--- config.mk ---
export PLATFORM = sky130hd
export DESIGN_NAME = nibble_serial_slave
export DESIGN_NICKNAME = d
export VERILOG_FILES = /design/src/rtl/nss_pkg.sv /design/src/rtl/nss_sync.sv /design/src/rtl/nss_frame.sv /design/src/rtl/nss_sio_drv.sv /design/src/rtl/nibble_serial_slave.sv
export SDC_FILE = /design/constraint.sdc
export NUM_CORES = 1
export LEC_CHECK = 0
export ABC_AREA = 1
export BUFFER_PORTS_ARGS = -buffer_cell sky130_fd_sc_hd__buf_2
export CORE_MARGIN = 10
export CORE_UTILIZATION = 41
export CTS_BUF_LIST = sky130_fd_sc_hd__clkbuf_8
export DETAILED_ROUTE_END_ITERATION = 12
export MAX_ROUTING_LAYER = met4
export PLACE_DENSITY_LB_ADDON = 0.25
export SLEW_MARGIN = 40
export SYNTH_ARGS = -nofsm -noshare
export SYNTH_HDL_FRONTEND = slang
export SYNTH_SLANG_ARGS = --single-unit
--- constraint.sdc ---
create_clock -name clk -period 3.95 [get_ports clk]
set_input_delay 0.395 -clock clk [delete_from_list [all_inputs] [get_ports clk]]
set_output_delay 0.395 -clock clk [all_outputs]
set_load 0.02 [all_outputs]
--- src/rtl/nss_pkg.sv ---
package nss_pkg;

  localparam int CTRL_BITS = 4;
  localparam int OE_ON_CLK = 2;
  localparam int OE_OFF_CLK = 1;

  typedef enum logic [1:0] {
    DRV_IDLE,
    DRV_ARMED,
    DRV_ACTIVE
  } drv_state_e;

  function automatic logic is_addr_load(logic rw, logic ad, logic dt);
    is_addr_load = ad & ~dt & (rw | ~rw);
  endfunction

  function automatic logic is_data_write(logic rw, logic ad, logic dt);
    is_data_write = dt & ~rw & ~ad;
  endfunction

  function automatic logic is_read(logic rw, logic ad, logic dt);
    is_read = rw & ad & ~dt;
  endfunction

  // Nibble bit index driven after the falling edge seen with count c;
  // -1 when that falling edge carries no data bit.
  function automatic int out_pos(int c, int ctrl_bits, int nib_w);
    if (c == 0) out_pos = 0;
    else if (c > ctrl_bits && c < ctrl_bits + nib_w)
      out_pos = nib_w - 1 - (c - ctrl_bits - 1);
    else out_pos = -1;
  endfunction

endpackage

--- src/rtl/nss_sync.sv ---
module nss_sync #(
  parameter int N = 3,
  parameter int STAGES = 2
) (
  input  logic         clk,
  input  logic         rst_n,
  input  logic [N-1:0] d,
  output logic [N-1:0] q
);

  generate
    for (genvar i = 0; i < N; i++) begin : g_bit
      logic [STAGES-1:0] chain;
      always_ff @(posedge clk or negedge rst_n) begin
        if (!rst_n) chain <= '0;
        else        chain <= {chain[STAGES-2:0], d[i]};
      end
      assign q[i] = chain[STAGES-1];
    end
  endgenerate

endmodule

--- src/rtl/nss_frame.sv ---
module nss_frame
  import nss_pkg::*;
#(
  parameter int NIB_W = 4,
  localparam int FRAME_LEN = CTRL_BITS + NIB_W,
  localparam int CNT_W = $clog2(FRAME_LEN)
) (
  input  logic             clk,
  input  logic             rst_n,
  input  logic             ce_act,
  input  logic             sclk_lvl,
  input  logic             sio_lvl,
  input  logic             rd_busy,
  output logic             sclk_fall,
  output logic [CNT_W-1:0] bit_cnt,
  output logic             frame_done,
  output logic             addr_load,
  output logic             rd_start,
  output logic [NIB_W-1:0] reg_addr,
  output logic [NIB_W-1:0] reg_wdata,
  output logic             reg_we
);

  logic                 sclk_q;
  logic                 sclk_rise;
  logic [FRAME_LEN-3:0] shreg;
  logic [FRAME_LEN-2:0] full;
  logic                 f_rw, f_ad, f_dt;
  logic [NIB_W-1:0]     f_nib;
  logic                 decode_en;
  logic                 wr_go;

  always_ff @(posedge clk or negedge rst_n) begin
    if (!rst_n) sclk_q <= 1'b0;
    else        sclk_q <= sclk_lvl;
  end

  assign sclk_rise = ce_act & sclk_lvl & ~sclk_q;
  assign sclk_fall = ce_act & ~sclk_lvl & sclk_q;

  always_ff @(posedge clk or negedge rst_n) begin
    if (!rst_n) begin
      bit_cnt <= '0;
      shreg   <= '0;
    end else if (!ce_act) begin
      bit_cnt <= '0;
      shreg   <= '0;
    end else if (sclk_rise) begin
      shreg   <= {shreg[FRAME_LEN-4:0], sio_lvl};
      bit_cnt <= (bit_cnt == CNT_W'(FRAME_LEN - 1)) ? '0 : bit_cnt + 1'b1;
    end
  end

  assign frame_done = sclk_rise && (bit_cnt == CNT_W'(FRAME_LEN - 1));
  assign full  = {shreg, sio_lvl};
  assign f_rw  = full[FRAME_LEN-2];
  assign f_ad  = full[FRAME_LEN-3];
  assign f_dt  = full[FRAME_LEN-4];
  assign f_nib = full[NIB_W-1:0];

  assign decode_en = frame_done & ~rd_busy;
  assign addr_load = decode_en & is_addr_load(f_rw, f_ad, f_dt);
  assign wr_go     = decode_en & is_data_write(f_rw, f_ad, f_dt);
  assign rd_start  = decode_en & is_read(f_rw, f_ad, f_dt);

  always_ff @(posedge clk or negedge rst_n) begin
    if (!rst_n) reg_addr <= '0;
    else if (addr_load) reg_addr <= f_nib;
  end

  always_ff @(posedge clk or negedge rst_n) begin
    if (!rst_n) begin
      reg_we    <= 1'b0;
      reg_wdata <= '0;
    end else begin
      reg_we <= wr_go;
      if (wr_go) reg_wdata <= f_nib;
    end
  end

  AST_ADDR_HOLD: assert property (@(posedge clk) disable iff (!rst_n)
    !addr_load |=> $stable(reg_addr));

  AST_WE_SINGLE: assert property (@(posedge clk) disable iff (!rst_n)
    reg_we |=> !reg_we);

  AST_NO_WE_IDLE: assert property (@(posedge clk) disable iff (!rst_n)
    !ce_act |=> !reg_we);

  AST_CNT_CLEAR: assert property (@(posedge clk) disable iff (!rst_n)
    !ce_act |=> (bit_cnt == '0));

  AST_BUSY_NO_WRITE: assert property (@(posedge clk) disable iff (!rst_n)
    rd_busy |-> !wr_go);

endmodule

--- src/rtl/nss_sio_drv.sv ---
module nss_sio_drv
  import nss_pkg::*;
#(
  parameter int NIB_W = 4,
  localparam int FRAME_LEN = CTRL_BITS + NIB_W,
  localparam int CNT_W = $clog2(FRAME_LEN)
) (
  input  logic             clk,
  input  logic             rst_n,
  input  logic             ce_act,
  input  logic             sclk_fall,
  input  logic [CNT_W-1:0] bit_cnt,
  input  logic             rd_start,
  input  logic [NIB_W-1:0] reg_rdata,
  output logic             rd_busy,
  output logic             sio_o,
  output logic             sio_oe
);

  drv_state_e       state;
  logic             cap_pend;
  logic [NIB_W-1:0] rd_nib;
  logic             oe_on_ev;
  logic             oe_off_ev;
  logic             bit_ev;
  logic             next_bit;
  int               pos;

  assign oe_on_ev  = sclk_fall && state == DRV_ARMED  && bit_cnt == CNT_W'(OE_ON_CLK);
  assign oe_off_ev = sclk_fall && state == DRV_ACTIVE && bit_cnt == CNT_W'(OE_OFF_CLK);

  always_comb begin
    pos = out_pos(int'(bit_cnt), CTRL_BITS, NIB_W);
    next_bit = 1'b0;
    for (int k = 0; k < NIB_W; k++)
      if (pos == k) next_bit = rd_nib[k];
  end

  assign bit_ev  = sclk_fall && state == DRV_ACTIVE && pos >= 0;
  assign rd_busy = (state != DRV_IDLE);

  always_ff @(posedge clk or negedge rst_n) begin
    if (!rst_n) begin
      state    <= DRV_IDLE;
      cap_pend <= 1'b0;
      rd_nib   <= '0;
      sio_oe   <= 1'b0;
      sio_o    <= 1'b0;
    end else if (!ce_act) begin
      state    <= DRV_IDLE;
      cap_pend <= 1'b0;
      sio_oe   <= 1'b0;
      sio_o    <= 1'b0;
    end else begin
      cap_pend <= rd_start;
      if (cap_pend) rd_nib <= reg_rdata;
      if (rd_start) state <= DRV_ARMED;
      if (oe_on_ev) begin
        state  <= DRV_ACTIVE;
        sio_oe <= 1'b1;
        sio_o  <= 1'b0;
      end else if (oe_off_ev) begin
        state  <= DRV_IDLE;
        sio_oe <= 1'b0;
        sio_o  <= 1'b0;
      end else if (bit_ev) begin
        sio_o <= next_bit;
      end
    end
  end

  AST_OE_DROP: assert property (@(posedge clk) disable iff (!rst_n)
    !ce_act |=> !sio_oe);

  AST_OE_AT_FALL: assert property (@(posedge clk) disable iff (!rst_n)
    $rose(sio_oe) |-> $past(sclk_fall));

  AST_OUT_HOLD: assert property (@(posedge clk) disable iff (!rst_n)
    (sio_oe && $past(sio_oe) && !$past(sclk_fall)) |-> $stable(sio_o));

endmodule

--- src/rtl/nibble_serial_slave.sv ---
module nibble_serial_slave
  import nss_pkg::*;
#(
  parameter int NIB_W = 4,
  parameter int SYNC_STAGES = 2,
  localparam int FRAME_LEN = CTRL_BITS + NIB_W,
  localparam int CNT_W = $clog2(FRAME_LEN)
) (
  input  logic             clk,
  input  logic             rst_n,
  input  logic             ce_i,
  input  logic             sclk_i,
  input  logic             sio_i,
  output logic             sio_o,
  output logic             sio_oe,
  output logic [NIB_W-1:0] reg_addr,
  output logic [NIB_W-1:0] reg_wdata,
  output logic             reg_we,
  input  logic [NIB_W-1:0] reg_rdata
);

  logic [2:0]       sync_q;
  logic             ce_act, sclk_lvl, sio_lvl;
  logic             sclk_fall, frame_done, addr_load, rd_start, rd_busy;
  logic [CNT_W-1:0] bit_cnt;

  nss_sync #(.N(3), .STAGES(SYNC_STAGES)) u_sync (
    .clk  (clk),
    .rst_n(rst_n),
    .d    ({ce_i, sclk_i, sio_i}),
    .q    (sync_q)
  );

  assign {ce_act, sclk_lvl, sio_lvl} = sync_q;

  nss_frame #(.NIB_W(NIB_W)) u_frame (
    .clk       (clk),
    .rst_n     (rst_n),
    .ce_act    (ce_act),
    .sclk_lvl  (sclk_lvl),
    .sio_lvl   (sio_lvl),
    .rd_busy   (rd_busy),
    .sclk_fall (sclk_fall),
    .bit_cnt   (bit_cnt),
    .frame_done(frame_done),
    .addr_load (addr_load),
    .rd_start  (rd_start),
    .reg_addr  (reg_addr),
    .reg_wdata (reg_wdata),
    .reg_we    (reg_we)
  );

  nss_sio_drv #(.NIB_W(NIB_W)) u_drv (
    .clk      (clk),
    .rst_n    (rst_n),
    .ce_act   (ce_act),
    .sclk_fall(sclk_fall),
    .bit_cnt  (bit_cnt),
    .rd_start (rd_start),
    .reg_rdata(reg_rdata),
    .rd_busy  (rd_busy),
    .sio_o    (sio_o),
    .sio_oe   (sio_oe)
  );

  AST_READ_IS_LOAD: assert property (@(posedge clk) disable iff (!rst_n)
    rd_start |-> addr_load);

  AST_DONE_NEEDS_CE: assert property (@(posedge clk) disable iff (!rst_n)
    frame_done |-> ce_act);

endmodule

==> summary.md, run 1 <==
| Metric | Value |
|---|---|
| Status | `finished, final reports clean` |
| Clk_lat worst skew | `290 ps` |
| WHS | `167 ps` |
| IO Port Bufs | `19` |
| Core area | `0.00342 mm²` |
| Sequential fraction of the synthesis area | `57.4%` |
| Via/cell ratio | `4.80` |
| Clk slew on worst S/H paths | `70 ps` |
| CTS tree | `done` |
| Largest family of logic cells by synthesized area | `simple AND/OR/NAND/NOR gates` |
| Area of the die | `0.00642 mm²` |
| Row cnt | `21` |
| Max layer used | `met4` |
| Synth Area in Simple Gates | `20.0%` |
| Sw frac | `23.7%` |
| Design area | `0.00173 mm²` |
| Final wirelength | `2.80 mm` |
| Syn Area/Cell | `10.1 µm²` |
| Clk_skew | `5.07 ps` |
| CP Data Arrival Time | `1970 ps` |
| Cell Area, Synth | `0.00148 mm²` |
| Clk sink count | `34` |
| Drt wl/cell | `12.8 µm` |
| Critical path data required time | `4170 ps` |
| Routed Antenna Nets | `0` |
| Synthesized flop and latch total | `34` |
| Flop-to-flop setup slack | `2190 ps` |
| Initial antenna violation count | `0` |
| Pleak | `0.000903 µW` |
| Clk buf depth | `2` |
| RSZ-0062 raised after global routing | `no` |
| Max-cap violations | `0` |
| Worst VDD drop | `240 µV` |
| Routed wl met3 | `109 µm` |
| Crit-path max FO | `6` |
| N_diodes | `0` |
| P_int | `509 µW` |
| Type of destination of the critical path | `flip-flop` |
| Path type of the worst min-delay path | `in -> async` |
| Filler cell count | `335` |
| Die H | `80.1 µm` |
| CTS buffer count | `5` |
| HPWL after detailed placement | `2.07 mm` |
| PostCTS Resize Cnt | `0` |
| Area Overhead vs Synth | `16.7%` |
| Critical path type | `reg -> reg` |
| WL met2 | `1.33 mm` |
| Reg2Reg Depth | `8` |
| I/O pins | `20` |
| Sequential power share | `54.1%` |
| Grt total ovfl | `0` |
| H-Tree Depth | `2` |
| Die X | `80.1 µm` |
| Max-slew violations | `0` |
| Post-synthesis mux area share | `0.760%` |
| Share of layout cells above drive strength 1 | `21.4%` |
| Final min period | `1760 ps` |
| Power Density | `386 mW/mm²` |
| Least-Margin Pin Slew | `738 ps` |
| Post-CTS Setup Bufs | `0` |
| Final net count | `189` |
| CTS root buffer | `clkbuf_8` |
| Psw | `158 µW` |
| Drt first pass iters | `4` |
| Synthesis Warnings | `0` |
| Starting Density | `43.4%` |
| Final hold viol count | `0` |
| Setup crit start kind | `flip-flop` |
| Syn nets | `163` |
| Share of total power in the clock network | `39.9%` |
| GP Congestion | `0.840` |
| Total number of vias | `1051` |
| Setup TNS | `0 ps` |
| FF-to-FF Start | `u_frame.bit_cnt[0]` |
| Synth Area in Adders | `6.76%` |
| Number of DRC markers in iteration 0 | `64` |
| Total Routing Usage GR | `10.3%` |
| Logic pwr share | `6.0%` |
| Mapped Cells | `146` |
| Yosys cell types | `23` |
| Global-route wire length before repair | `5.09 mm` |
| # DRC | `0` |
| Vias in the first global route | `1163` |
| Compound-Gate Fraction of Synth Area | `9.21%` |
| Worst slew margin | `50.8%` |
| Area after DPL | `0.00163 mm²` |
| Setup-failing EPs final | `0` |
| Post-synthesis xor/xnor area fraction | `0%` |
| Max Clk Rate | `569 MHz` |
| # hold bufs at CTS | `0` |
| R2r endpoint | `u_drv.sio_o` |
| Period utilisation layout | `44.5%` |
| Pin count of the biggest net entering global routing | `35` |
| Metal-1 WL | `1.27 mm` |
-- cell families after synthesis --
group | Yosys count
and+or+nand+nor | 55
muxes | 1
AOI/OAI and AO/OA | 25
adders and majority gates | 8
DFF | 34
buffers and inverters | 23
-- flip-flops by register name, indices dropped and copies added, names as in the netlist --
name	flops
u_drv.cap_pend	1
u_drv.rd_nib	4
u_drv.sio_o	1
u_drv.sio_oe	1
u_drv.state	2
u_frame.bit_cnt	3
u_frame.reg_addr	4
u_frame.reg_wdata	4
u_frame.reg_we	1
u_frame.sclk_q	1
u_frame.shreg	6
u_sync.g_bit.chain	6
-- synthesized netlist by cell type --
cell type,count,area (µm²)
nor4_1,1,6.26
nand3_4,1,17.5
dfrtp_1,34,851
o21ai_0,4,20.0
o21ai_2,1,8.76
nand4_4,1,21.3
nand4_1,3,18.8
ha_1,8,100
nand3_2,1,10.0
a21oi_1,7,35.0
inv_1,22,82.6
o21ai_1,7,35.0
inv_2,1,3.75
o22ai_1,6,37.5
nor2_8,1,20.0
nor3_1,1,5.00
nand3_1,6,30.0
or2_2,1,6.26
nor2_1,11,41.3
mux2_2,1,11.3
nor2_4,1,11.3
nand2_1,26,97.6
nand2_4,1,11.3
-- stage by stage --
| step | cells | util [%] | worst slack, ps | total power (µW) |
|---|---|---|---|---|
| 6_report | 219 | 50.6 | 2190 | 668 |
| 3_5_place_dp | 211 | 47.8 | 2210 | 409 |
| 5_1_grt | 219 | 50.6 | 2020 | 701 |
| 3_3_place_gp | 211 | 47.8 | 2300 | 405 |
| 4_1_cts | 219 | 50.6 | 2190 | 679 |
| 2_1_floorplan | 146 | - | 2350 | 390 |
-- power groups by stage --
stage | clock network, µW | logic [µW] | registers [µW]
floorplan | 0 | 24.0 | 366
global placement | 0 | 38.5 | 367
detailed placement | 0 | 41.1 | 368
CTS | 276 | 41.3 | 361
global route | 291 | 47.5 | 362
finish | 266 | 40.3 | 361
-- placed cells by master (no fill, tap or decap), types with 3 or more instances in the layout --
| cell type | count |
|---|---|
| dfrtp_1 | 34 |
| inv_1 | 22 |
| o22ai_1 | 6 |
| nand3_1 | 6 |
| buf_2 | 19 |
| nor2_1 | 11 |
| clkbuf_8 | 6 |
| nand4_1 | 3 |
| ha_1 | 8 |
| o21ai_1 | 7 |
| o21ai_0 | 4 |
| a21oi_1 | 7 |
| nand2_1 | 26 |
-- worst max-delay path: stages, from the launching register on --
cell     delay, ps
dfrtp_1        430
inv_1          180
ha_1           230
inv_1           60
ha_1           270
or2_2          270
nor2_1         100
nand2_1         60
a21oi_1        110
-- worst max path at each step --
stage	slack (ps)	endpoint	depth (start not counted)	from
global placement	2300	u_drv.sio_o	8	u_frame.bit_cnt[0]
detailed placement	2210	u_drv.sio_o	8	u_frame.bit_cnt[0]
global route	2020	u_drv.sio_o	8	u_frame.bit_cnt[0]
floorplan	2350	u_drv.sio_o	8	u_frame.bit_cnt[0]
CTS	2190	u_drv.sio_o	8	u_frame.bit_cnt[0]
finish	2190	u_drv.sio_o	8	u_frame.bit_cnt[0]
-- cell type report --
| type | count | area (µm²) | share of cell area, % |
|---|---|---|---|
| sequential | 34 | 851 | 49.2 |
| clock inverter | 2 | 12.5 | 0.724 |
| tap | 46 | 57.6 | 3.33 |
| timing repair buffer | 19 | 95.1 | 5.50 |
| clock buffer | 6 | 82.6 | 4.78 |
| inverter | 23 | 86.3 | 4.99 |
| multi-input combinational | 89 | 544 | 31.5 |
-- routing by layer --
layer	global-route usage, %	up-vias
met5	-	-
met4	6.51	0
met3	2.90	8
met2	16.8	22
met1	10.9	495
li1	-	526
No activity file was read; power rests on OpenSTA's default activity.
==> run 2, diff against run 1 <==
clock period = 1.5 ns   (was 3.95 ns; I/O delays follow)
==> summary.md, run 2 (synthesis results as in run 1) <==
| Metric | Value |
|---|---|
| Sw frac | `22.7% (was 23.7%)` |
| Pin count of the biggest net entering global routing | `20 (was 35)` |
| RSZ-0062 raised after global routing | `yes (was no)` |
| Number of DRC markers in iteration 0 | `33 (was 64)` |
| Type of destination of the critical path | `flip-flop (unchanged)` |
| Max-cap violations | `0 (unchanged)` |
| # DRC | `0 (unchanged)` |
| Die X | `80.1 µm (unchanged)` |
| Setup-failing EPs final | `0 (unchanged)` |
| Filler cell count | `300 (was 335)` |
| FF-to-FF Start | `u_frame.bit_cnt[1] (was u_frame.bit_cnt[0])` |
| Crit-path max FO | `3 (was 6)` |
| Pleak | `0.000958 µW (was 0.000903 µW)` |
| Period utilisation layout | `97.2% (was 44.5%)` |
| Status | `finished, final reports clean (unchanged)` |
| Least-Margin Pin Slew | `466 ps (was 738 ps)` |
| GP Congestion | `0.804 (was 0.840)` |
| Hold wc startpoint | `reg_rdata[0]` |
| Psw | `441 µW (was 158 µW)` |
| Worst slew margin | `68.9% (was 50.8%)` |
| Area Overhead vs Synth | `31.8% (was 16.7%)` |
| Critical path data required time | `1720 ps (was 4170 ps)` |
| Global-route wire length before repair | `4.86 mm (was 5.09 mm)` |
| P_int | `1500 µW (was 509 µW)` |
| Vias in the first global route | `1075 (was 1163)` |
| Logic pwr share | `7.9% (was 6.0%)` |
| Critical Path Max Stage Delay | `410 ps (was 430 ps)` |
| Final Util | `57.2% (was 50.6%)` |
| Share of total power in the clock network | `43.1% (was 39.9%)` |
| CP Depth | `6 (was 8)` |
| Final min period | `1460 ps (was 1760 ps)` |
| Dpl cells | `216 (was 211)` |
| WHS | `101 ps (was 167 ps)` |
| Path type of the worst min-delay path | `in -> reg (was in -> async)` |
| Max Clk Rate | `686 MHz (was 569 MHz)` |
| Clk_lat worst skew | `280 ps (was 290 ps)` |
| Slowest stage cell, crit path | `dfrtp_1 (unchanged)` |
| Setup TNS | `0 ps (unchanged)` |
| Cell family with most CP delay | `simple AND/OR/NAND/NOR gates (was adder cells)` |
| CTS root buffer | `clkbuf_8 (unchanged)` |
| Hold depth | `2` |
| Row cnt | `21 (unchanged)` |
| Worst VDD drop | `600 µV (was 240 µV)` |
| Setup crit start kind | `flip-flop (unchanged)` |
| Final wirelength | `2.87 mm (was 2.80 mm)` |
| Max-slew violations | `0 (unchanged)` |
| Starting Density | `43.4% (unchanged)` |
| Clk slew on worst S/H paths | `70 ps (about the same)` |
| Grt total ovfl | `0 (unchanged)` |
| Total Routing Usage GR | `9.87% (was 10.3%)` |
| R2r endpoint | `u_drv.state[0] (was u_drv.sio_o)` |
| Area of the die | `0.00642 mm² (unchanged)` |
| Routed Antenna Nets | `0 (unchanged)` |
| Final net count | `200 (was 189)` |
| Clk_skew | `4.76 ps (was 5.07 ps)` |
| Reg2Reg Depth | `6 (was 8)` |
| Core area | `0.00342 mm² (unchanged)` |
| Most frequent cells in the layout | `dfrtp_1 (33), nand2_1 (24), buf_2 (19), inv_1 (18), nor2_1 (9) (was dfrtp_1 (34), nand2_1 (26), inv_1 (22), buf_2 (19), nor2_1 (11))` |
| Cell Chain, Critical Path | `ha_2 -> ha_4 -> nand3_4 -> nor2_8 -> nand4_1 -> a21oi_2 (was inv_1 -> ha_1 -> inv_1 -> ha_1 -> or2_2 -> nor2_1 -> nand2_1 -> a21oi_1)` |
| HPWL after detailed placement | `2.06 mm (was 2.07 mm)` |
| Commonest non-fill, non-tap cell in the layout | `dfrtp_1 (unchanged)` |
| Clk sink count | `34 (unchanged)` |
| I/O pins | `20 (unchanged)` |
| Hold EP | `u_drv.rd_nib[0]` |
| Final hold viol count | `0 (unchanged)` |
| Overall power | `1940 µW (was 668 µW)` |
| Power Density | `994 mW/mm² (was 386 mW/mm²)` |
| Finished Layout Cells | `230 (was 219)` |
| Drt wl/cell | `12.5 µm (was 12.8 µm)` |
| Total number of vias | `1080 (was 1051)` |
| IO Port Bufs | `19 (unchanged)` |
| Drt first pass iters | `4 (unchanged)` |
| N_diodes | `0 (unchanged)` |
| Share of layout cells above drive strength 1 | `34.8% (was 21.4%)` |
| Initial antenna violation count | `0 (unchanged)` |
| CTS tree | `done (unchanged)` |
| Die H | `80.1 µm (unchanged)` |
| Flop-to-flop setup slack | `40 ps (was 2190 ps)` |
| CP Buf/Inv Count | `0 (was 2)` |
| Largest regs | `u_frame.shreg x6, u_sync.g_bit.chain x6 (unchanged)` |
| CTS buffer count | `5 (unchanged)` |
| Critical path type | `reg -> reg (unchanged)` |
| H-Tree Depth | `2 (unchanged)` |
| Sequential power share | `48.9% (was 54.1%)` |
| CP Data Arrival Time | `1670 ps (was 1970 ps)` |
| Via/cell ratio | `4.70 (was 4.80)` |
| Clk buf depth | `2 (unchanged)` |
run 2: cell count changes in the layout (fill, tap and decap cells not counted), sizes merged:
cell	previous run	this run
buf	19	26
bufinv	0	1
clkbuf	6	5
clkinv	1	0
clkinvlp	1	2
dlygate4sd3	0	4
run 2: what timing repair did:
| action | 4_1_cts | 5_1_grt |
|---|---|---|
| endpoints found under the hold margin | 21 | 0 |
| setup endpoints to repair | 2 | 10 |
| gates resized for setup | 5 | 18 |
| pin swaps | 6 | 10 |
| hold buffers | 4 | 0 |
| buffers inserted | 1 | 1 |
run 2: final cells by class:
| type | instances | area, µm² | area share, % |
|---|---|---|---|
| timing repair buffer | 30 | 204 | 10.4 |
| multi-input combinational | 89 | 639 | 32.7 |
| tap | 46 | 57.6 | 2.95 |
| sequential | 34 | 852 | 43.6 |
| clock inverter | 3 | 45.0 | 2.31 |
| clock buffer | 5 | 68.8 | 3.52 |
| inverter | 23 | 86.3 | 4.42 |
run 2: per-layer routing:
layer	track usage [%]	wire (µm)	share of wire, %	up-vias
met5	-	0	0	-
met4	3.52	31	1.1	0
met3	3.56	103	3.6	4
met2	15.7	1450	50	13
met1	11.2	1290	45	513
li1	-	-	-	550
run 2: worst max path at each step:
| stage | startpoint | to | slack (ps) |
|---|---|---|---|
| detailed placement | u_frame.bit_cnt[1] | u_drv.sio_o | -40 |
| global placement | u_frame.bit_cnt[1] | u_drv.sio_o | -0.1 |
| global route | u_frame.bit_cnt[1] | u_drv.state[0] | -40 |
| floorplan | u_frame.bit_cnt[0] | u_drv.sio_o | 0.7 |
| finish | u_frame.bit_cnt[1] | u_drv.state[0] | 40 |
| CTS | u_frame.bit_cnt[0] | u_drv.state[0] | 0.8 |
run 2: power groups by stage:
| stage | logic (µW) | registers (µW) | clock network (µW) |
|---|---|---|---|
| after floorplan | 68.1 | 965 | 0 |
| after global placement | 123 | 966 | 0 |
| after detailed placement | 127 | 967 | 0 |
| after CTS | 149 | 950 | 851 |
| after global routing | 176 | 952 | 900 |
| final | 154 | 950 | 838 |
run 2: per-stage QoR:
stage | setup slack, ps | instance area [µm²]
finish | 42.4 | 1950
CTS | 0.824 | 1890
global route | -37.0 | 1950
floorplan | 0.714 | 1490
global placement | -0.115 | 1700
detailed placement | -38.8 | 1700
==> run 3, diff against run 2 <==
CORE_UTILIZATION = 50   (was 41)
SETUP_SLACK_MARGIN = 0.5   (was default)
==> summary.md, run 3 (synthesis results as in run 1) <==
| Metric | Value |
|---|---|
| Status | `complete, but fails checks (was finished, final reports clean)` |
| Failing checks | `setup timing` |
| Core area | `0.00281 mm² (was 0.00342 mm²)` |
| Most frequent cells in the layout | `dfrtp_1 (33), buf_4 (19), inv_1 (18), nand2_1 (18), buf_6 (12) (was dfrtp_1 (33), nand2_1 (24), buf_2 (19), inv_1 (18), nor2_1 (9))` |
| Commonest non-fill, non-tap cell in the layout | `dfrtp_1 (unchanged)` |
| Power Density | `857 mW/mm² (was 994 mW/mm²)` |
| Largest regs | `u_frame.shreg x6, u_sync.g_bit.chain x6 (unchanged)` |
| Area occupied by multi-input gates | `754 µm² (was 639 µm²)` |
| Initial antenna violation count | `0 (unchanged)` |
| Setup TNS | `-24.0 ps (was 0 ps)` |
| FF-to-FF Start | `u_frame.bit_cnt[0] (was u_frame.bit_cnt[1])` |
| CTS tree | `done (unchanged)` |
| Hold EP | `u_drv.rd_nib[0] (unchanged)` |
| Path type of the worst min-delay path | `in -> reg (unchanged)` |
| Max Clk Rate | `656 MHz (was 686 MHz)` |
| Critical path data required time | `1720 ps (about the same)` |
| Total number of vias | `1220 (was 1080)` |
| Crit-path max FO | `3 (unchanged)` |
| Type of destination of the critical path | `flip-flop (unchanged)` |
| Hold wc startpoint | `reg_rdata[0] (unchanged)` |
| Dpl cells | `201 (was 216)` |
| Vias in the first global route | `1254 (was 1075)` |
| CTS root buffer | `clkbuf_8 (unchanged)` |
| Top Usage Layer GRT | `met2 (unchanged)` |
| Least-Margin Pin Slew | `412 ps (was 466 ps)` |
| # DRC | `0 (unchanged)` |
| HPWL after detailed placement | `2.11 mm (was 2.06 mm)` |
| Setup WS pre-CTS | `-26.8 ps (was -38.8 ps)` |
| CTS buffer count | `5 (unchanged)` |
| Met3 Resource Use GR | `5.19% (was 3.56%)` |
| Filler cell count | `177 (was 300)` |
| Max-slew violations | `0 (unchanged)` |
| Pin count of the biggest net entering global routing | `35 (was 20)` |
| N_diodes | `0 (unchanged)` |
| Final hold viol count | `0 (unchanged)` |
| R2r endpoint | `u_drv.sio_o (was u_drv.state[0])` |
| Grt total ovfl | `0 (unchanged)` |
| RSZ-0062 raised after global routing | `yes (unchanged)` |
| Hold depth | `2 (unchanged)` |
| Via/cell ratio | `5.26 (was 4.70)` |
| Number of DRC markers in iteration 0 | `103 (was 33)` |
| Critical path type | `reg -> reg (unchanged)` |
| Share of layout cells above drive strength 1 | `45.3% (was 34.8%)` |
| CP Data Arrival Time | `1750 ps (was 1670 ps)` |
| M1 GR Usage | `14.0% (was 11.2%)` |
| Storage cell area | `852 µm² (unchanged)` |
| Final wirelength | `3.68 mm (was 2.87 mm)` |
| Setup-failing EPs final | `1 (was 0)` |
| GP Congestion | `0.849 (was 0.804)` |
| Max-cap violations | `0 (unchanged)` |
| IO Port Bufs | `19 (unchanged)` |
| Area Overhead vs Synth | `48.6% (was 31.8%)` |
| Die H | `74.4 µm (was 80.1 µm)` |
| Row cnt | `19 (was 21)` |
| Period utilisation layout | `102% (was 97.2%)` |
| WHS | `88.3 ps (was 101 ps)` |
| Final net count | `217 (was 200)` |
| Drt first pass iters | `4 (unchanged)` |
| Die X | `74.4 µm (was 80.1 µm)` |
| Reg2Reg Depth | `8 (was 6)` |
| H-Tree Depth | `2 (unchanged)` |
| Clk_skew | `10.0 ps (was 4.76 ps)` |
| Flop-to-flop setup slack | `-20 ps (was 40 ps)` |
| Clk_lat worst skew | `300 ps (was 280 ps)` |
| Finished Layout Cells | `232 (was 230)` |
| Global-route wire length before repair | `5.57 mm (was 4.86 mm)` |
| Worst slew margin | `72.5% (was 68.9%)` |
| Worst VDD drop | `736 µV (was 600 µV)` |
| Clk slew on worst S/H paths | `80 ps (was 70 ps)` |
| Pleak | `0.00107 µW (was 0.000958 µW)` |
| Area of the die | `0.00554 mm² (was 0.00642 mm²)` |
| Setup crit start kind | `flip-flop (unchanged)` |
| Routed Antenna Nets | `0 (unchanged)` |
| Starting Density | `52.8% (was 43.4%)` |
| I/O pins | `20 (unchanged)` |
| Clk buf depth | `2 (unchanged)` |
| Drt wl/cell | `15.9 µm (was 12.5 µm)` |
| Total Routing Usage GR | `13.6% (was 9.87%)` |
| Final Util | `78.5% (was 57.2%)` |
| Worst setup margin | `-24.0 ps (was 42.4 ps)` |
| Met2 Use GR | `21.7% (was 15.7%)` |
| Final min period | `1520 ps (was 1460 ps)` |
| Clk sink count | `34 (unchanged)` |
## run 3: cell types whose count changed in the layout (fill, tap and decap cells not counted), moves of 4 or more
cell	previous run	this run
buf_2	19	11
buf_4	5	19
buf_6	1	12
nand2_1	24	18
nand2_2	2	6
## run 3: layout make-up
type / instances / area share [%]
inverters: 23 / 4.03
flip-flops and latches: 34 / 38.7
clock inverters: 2 / 0.568
well taps: 31 / 1.76
repair buffers: 46 / 16.9
multi-input cells: 90 / 34.3
clock buffers: 6 / 3.75
## run 3: per-stage QoR
step	instance area (µm²)	power, µW
final	2200	1890
after global routing	2200	1940
after CTS	1940	1830
after detailed placement	1690	1100
after global placement	1690	1090
after floorplan	1520	1040
## run 3: what timing repair did
| action | CTS | global route |
|---|---|---|
| gates cloned | 1 | 0 |
| endpoints found under the setup margin | 24 | 31 |
| resized for setup | 14 | 46 |
| pin swaps | 10 | 18 |
| hold endpoints to repair | 37 | 0 |
| hold buffers | 4 | 0 |
| buffers inserted | 6 | 12 |
## run 3: metal layers
layer / part of all wire [%] / wire length (µm) / vias up
met4: 3.3 / 123 / 0
li1: - / - / 583
met1: 42 / 1550 / 580
met3: 5.3 / 195 / 13
met5: 0 / 0 / -
met2: 49 / 1810 / 44
## run 3: worst max-delay path, cell delays in order (launching register included)
cell and delay (ps):
dfrtp_1 440, inv_2 110, ha_4 170, inv_4 40
ha_4 200, or2_4 250, nor2_4 80, nand2_2 50
a21oi_2 120
## run 3: worst max path at each step
stage / to / from / cells past startpoint
finish: u_drv.sio_o / u_frame.bit_cnt[0] / 8
global route: u_drv.sio_o / u_frame.bit_cnt[0] / 8
CTS: u_drv.sio_o / u_frame.bit_cnt[0] / 8
detailed placement: u_drv.sio_o / u_frame.bit_cnt[1] / 8
global placement: u_drv.sio_o / u_frame.bit_cnt[1] / 8
floorplan: u_drv.sio_o / u_frame.bit_cnt[0] / 8
## run 3: power by group
part           switching, µW  total (µW)  internal (µW)
Combinational            115         215            100
Clock                    350         718            369
Sequential              16.1         953            937
